==> src/rtl/soft_irq_mask.sv <==
module soft_irq_mask #(
  parameter int SW     = 17,
  parameter int LW     = 4,
  parameter int DW     = 32,
  parameter int THRESH = 14
) (
  input  logic          clk,
  input  logic          rst_n,
  input  logic          wr_en,
  input  logic [1:0]    wr_sel,
  input  logic [DW-1:0] wr_data,
  input  logic          tick_hit,
  input  logic          stick_hit,
  output logic [SW-1:0] rd_soft,
  output logic [LW-1:0] rd_level,
  output logic [SW-1:0] irq_req
);
  localparam int TOP = SW - 1;

  logic [SW-1:0] soft_q, soft_wr, timer_bits, req_next;
  logic [LW-1:0] level_q;
  logic [SW-1:0] wd;

  assign wd = wr_data[SW-1:0];
  assign timer_bits = {stick_hit, {(SW-2){1'b0}}, tick_hit};

  always_comb begin
    soft_wr = soft_q;
    if (wr_en) begin
      case (wr_sel)
        2'd0: soft_wr = wd;
        2'd1: soft_wr = soft_q | wd;
        2'd2: soft_wr = soft_q & ~wd;
        default: soft_wr = soft_q;
      endcase
    end
  end

  always_ff @(posedge clk) begin
    if (!rst_n) begin
      soft_q  <= '0;
      level_q <= '0;
      irq_req <= '0;
    end else begin
      soft_q <= soft_wr | timer_bits;
      if (wr_en && wr_sel == 2'd3) level_q <= wr_data[LW-1:0];
      irq_req <= req_next;
    end
  end

  for (genvar g = 0; g < SW; g++) begin : g_req
    if (g == 0 || g == TOP) begin : g_timer
      assign req_next[g] = soft_q[g] && (int'(level_q) < THRESH);
    end else begin : g_plain
      assign req_next[g] = soft_q[g] && (g > int'(level_q));
    end
  end

  assign rd_soft  = soft_q;
  assign rd_level = level_q;


  tick_gate_chk: assert property (@(posedge clk) disable iff (!rst_n)
    irq_req[0] |-> $past(soft_q[0]) && (int'($past(level_q)) < THRESH));

  stick_gate_chk: assert property (@(posedge clk) disable iff (!rst_n)
    irq_req[TOP] |-> $past(soft_q[TOP]) && (int'($past(level_q)) < THRESH));

  set_alias_chk: assert property (@(posedge clk) disable iff (!rst_n)
    (wr_en && wr_sel == 2'd1) |=> ((soft_q & $past(wd)) == $past(wd)));

  clr_alias_chk: assert property (@(posedge clk) disable iff (!rst_n)
    (wr_en && wr_sel == 2'd2 && !tick_hit && !stick_hit) |=> ((soft_q & $past(wd)) == '0));

  level_keep_chk: assert property (@(posedge clk) disable iff (!rst_n)
    (wr_en && wr_sel == 2'd3 && !tick_hit && !stick_hit) |=> $stable(soft_q));

  tick_merge_chk: assert property (@(posedge clk) disable iff (!rst_n)
    tick_hit |=> soft_q[0]);

  stick_merge_chk: assert property (@(posedge clk) disable iff (!rst_n)
    stick_hit |=> soft_q[TOP]);
endmodule

==> config.mk <==
export PLATFORM = sky130hd
export DESIGN_NAME = soft_irq_mask
export DESIGN_NICKNAME = d
export VERILOG_FILES = /design/src/rtl/soft_irq_mask.sv
export SDC_FILE = /design/constraint.sdc
export NUM_CORES = 1
export LEC_CHECK = 0
export ABC_AREA = 1
export BUFFER_PORTS_ARGS = -buffer_cell sky130_fd_sc_hd__buf_2
export CORE_MARGIN = 2
export CORE_UTILIZATION = 46
export DETAILED_ROUTE_END_ITERATION = 10
export GPL_TIMING_DRIVEN = 0
export PLACE_DENSITY_LB_ADDON = 0.12
export SETUP_SLACK_MARGIN = 0.02
export SLEW_MARGIN = 20
export SYNTH_ARGS = -nofsm -noshare
export SYNTH_HDL_FRONTEND = slang
export SYNTH_SLANG_ARGS = --single-unit
export TNS_END_PERCENT = 5
==> constraint.sdc <==
create_clock -name clk -period 1.2 [get_ports clk]
set_clock_uncertainty 0.05 [all_clocks]
set_input_delay 0.06 -clock clk [delete_from_list [all_inputs] [get_ports clk]]
set_output_delay 0.06 -clock clk [all_outputs]
set_load 0.005 [all_outputs]
**Word-level counts from Yosys, hierarchy flattened**

Cells that the tools add are included.
W data, S select, Z words.

- Word-level logic and storage cells: 47
- Register bits after elaboration: 38

- Eq/ne operators: 3
- Reduce and logical (&&, ||, !) cells: 19
- Bitwise logic cells: 4
- $lt $le $gt $ge: 16
- Muxes and demuxes: 2

Operators with widths:

| kind | number |
|---|---|
| $pmux W17 S3 | 1 |
| $or A17 B17 Y17 | 2 |
| $gt A4 B4 Y1 const A | 8 |
| $logic_and A1 B1 Y1 | 18 |
| $and A17 B17 Y17 | 1 |
| $mux W17 | 1 |
| $not A17 Y17 | 1 |
| $gt A3 B4 Y1 const A | 4 |
| $gt A2 B4 Y1 const A | 2 |
| $eq A2 B2 Y1 const B | 2 |
| $gt A1 B4 Y1 const A | 1 |
| $lt A4 B4 Y1 const B | 1 |
| $eq A2 B1 Y1 const B | 1 |
| $logic_not A2 Y1 | 1 |

**Depth between registers and ports, before layout**

- Depth in word-level cells: 5
- Gate-level depth with buffers: 7
- Gate-level depth less buffers: 6

**Least setup slack after synthesis**

Ideal clock, no wire load.

- Path type: register to register
- Start: register level_q[1], in the netlist rd_level[1]
- End: register irq_req[9]
- Path slack: 0.239 ns
- Arrival time: 0.783 ns
- Stages on the path, launching flop included: 5
- Cell sequence: dfxtp_1 > clkbuf_1 > inv_2 > nand2_1 > a211oi_1

- Longest elaborated chain between the ends: 2

RTL lines:

| item | line | RTL |
|---|---|---|
| start, declared | 21 | `logic [LW-1:0] level_q;` |
| start signal, assigned | 46 | `if (wr_en && wr_sel == 2'd3) level_q <= wr_data[LW-1:0];` |
| $gt A4 B4 Y1 | 55 | `assign req_next[g] = soft_q[g] && (g > int'(level_q));` |
| $logic_and A1 B1 Y1 | 55 |  |
| end signal, assigned | 47 | `irq_req <= req_next;` |
| end, declared | 16 | `output logic [SW-1:0] irq_req` |

Every way passes these cells.
A chain may end at the register's enable or synchronous reset.

**Worst setup path in the final report**

- Start: register level_q[0], in the netlist rd_level[0]
- End: output rd_level[0]

RTL lines:

| item | line | RTL |
|---|---|---|
| end, declared | 15 | `output logic [LW-1:0] rd_level,` |

No word-level cell between the ends.

==> metrics.yaml <==
job:
  drv_cap: 0
clock_network:
  cts.clk_slew.worst_paths_ns: 0.11
  cts_buffer_depth: 2
  cts_root_buffer: "clkbuf_4"
  cts_buffers: 5
  cts_htree_levels: 2
  cts_tree: "built"
  clkSinkCount: 38
  worstSkewPairLatency_ns: 0.35
die:
  core_um2: 3420
  fp.dieArea_um2: 4110
  dieHeight_um: 64.1
  rows: 21
  io_pins: 77
  die_w_um: 64.1
  start_util_pct: 48.7
place:
  port_buffers: 60
  place_area_um2: 2020
  pre_cts_ws_ns: 0.0609
  gp_congestion: 0.826
  dp_hpwl_um: 2780
critical_path:
  critPathTopFamily: "flip-flops"
  max_stage_delay_ns: 0.47
  crit_path_end_kind: "primary output"
  crit_arrival_ns: 0.98
  worstSetupPathType: "flip-flop to primary output"
  crit_buf_inv: 1
  crit_fanout: 6
  slowest_stage: "dfxtp_1"
  worstPathRequired_ns: 1.09
  crit_path_start_kind: "flip-flop"
  cp_cell_sequence: "buf_2"
hold_path:
  worstHoldPathType: "input port to flip-flop"
global_route:
  grt_pass1_wl_um: 6650
  overflow: 0
  antenna_found_initial: 0
  grt_pass1_vias: 1511
  track_usage_pct: 21.0
  grt_max_degree: 12
power_and_ir_drop:
  p_clk_share_pct: 34.2
  p_seq_share_pct: 51.0
  pwr-share-comb_pct: 14.8
  ir_drop_mv: 0.663
  power_density_nw_per_um2: 1150
  leakage_uw: 0.00142
  total_power_uw: 2640
  swShare_pct: 24.8
  switching_power_uw: 656
  p_int_uw: 1990
sta:
  worst_pin_slew_ns: 0.266
  post-route-period-util_pct: 91.2
  hold_viol_final: 0
  grt_setup_unrepaired: "no"
  finalSetupViolCount: 0
  setup_slack_ns: 0.106
  finalMaxSlewViolations: 0
  max_freq_ghz: 0.914
  fin_tns_setup_ns: 0
  whs_ns: 0.00852
  fin_crit_ns: 1.09
  slew_headroom_pct: 82.2
route:
  wire_per_inst_um: 10.5
  route.detailed.drc: 0
  first_pass_iters: 4
  drtIter0Drc: 57
  ant_nets: 0
  viasPerCell: 4.42
  vias: 1670
  drt_wl_total_um: 3960
synthesis:
  ys_ff_latch: 38
  yosysWarnings: 0
  syn_nets: 284
  synth_seq_area_share_pct: 45.7
  syn_area_per_cell_um2: 6.79
  syn_area_um2: 1660
  yosys.cell_types.count: 21
  syn_inst: 245
cells_and_area:
  synthToLayoutAreaGrowth_pct: 38.6
  diodes: 0
  drive_gt1_share_pct: 26.5
  final_cell_mix: "nand2_1, buf_2, inv_1"
  layout_commonest_cell: "nand2_1"
  nets: 371
  final_area_um2: 2300
outcome:
  outcome: "finished, final reports clean"
==> state kept, by name (all words and copies together) (netlist names) <==
signal and flops:
irq_req 17, rd_soft 17, rd_level 4
==> power groups by stage <==
stage | registers (uW) | logic [uW] | clock network, uW
floorplan | 1380 | 189 | 0
global placement | 1380 | 337 | 0
detailed placement | 1380 | 341 | 0
CTS | 1350 | 392 | 910
global route | 1360 | 441 | 977
finish | 1350 | 391 | 904
==> Yosys cell counts, drive strengths merged <==
cell	n	area share [%]
nand2	92	22
inv	49	11
dfxtp	38	46
nand3	21	6.3
nor2	18	5.0
buf	6	2.7
o21ai	5	1.5
a21oi	4	1.2
nor3	4	1.9
a211oi	2	0.90
a31oi	2	0.75
clkbuf	2	0.68
clkinv	2	0.45
==> stage by stage <==
step / cells / utilization [%]
after global routing: 378 / 67.5
after floorplan: 245 / -
after CTS: 378 / 67.4
final: 378 / 67.5
after detailed placement: 351 / 59.2
after global placement: 351 / 59.2
==> layout make-up <==
class                           count  area (um2)
Clock inverter                      1        30.0
Timing Repair Buffer               80         500
Inverter                           51         194
Buffer                              8        57.6
Clock buffer                        6        51.3
Multi-Input combinational cell    148         652
Tap cell                           46        57.6
Sequential cell                    38         762
Fill cell                         314        1110
==> worst paths after layout <==
path,from,to,slack (ns),cells past startpoint
max,rd_level[0],rd_level[0],0.11,1
min,wr_data[16],rd_soft[16],0.009,5
max reg2reg,rd_level[2],irq_req[0],0.15,5
min reg2reg,rd_soft[3],irq_req[3],0.42,2
==> per-layer routing <==
layer | vias to the layer above | GRT usage, % | wire length (um)
met5 | - | 0 | 0
met4 | 0 | 7.98 | 64
met3 | 7 | 4.40 | 183
met2 | 40 | 35.5 | 1910
met1 | 722 | 26.0 | 1810
li1 | 901 | - | -
==> cell families (layout without fill, tap and decap cells) <==
logic type	count (synthesis)	in the layout	synth area share [%]
AO/OA/AOI/OAI	13	13	4.36
flip-flops	38	38	45.7
AND/OR/NAND/NOR	135	135	34.8
buffers and inverters	59	146	15.0
==> timing repair <==
action / in CTS / in global routing
hold buffers: 20 / 0
resized for setup: 0 / 3
hold endpoints to repair: 25 / 0
setup buffers: 0 / 0
endpoints found under the setup margin: 0 / 7
No activity file was read; power rests on OpenSTA's default activity.
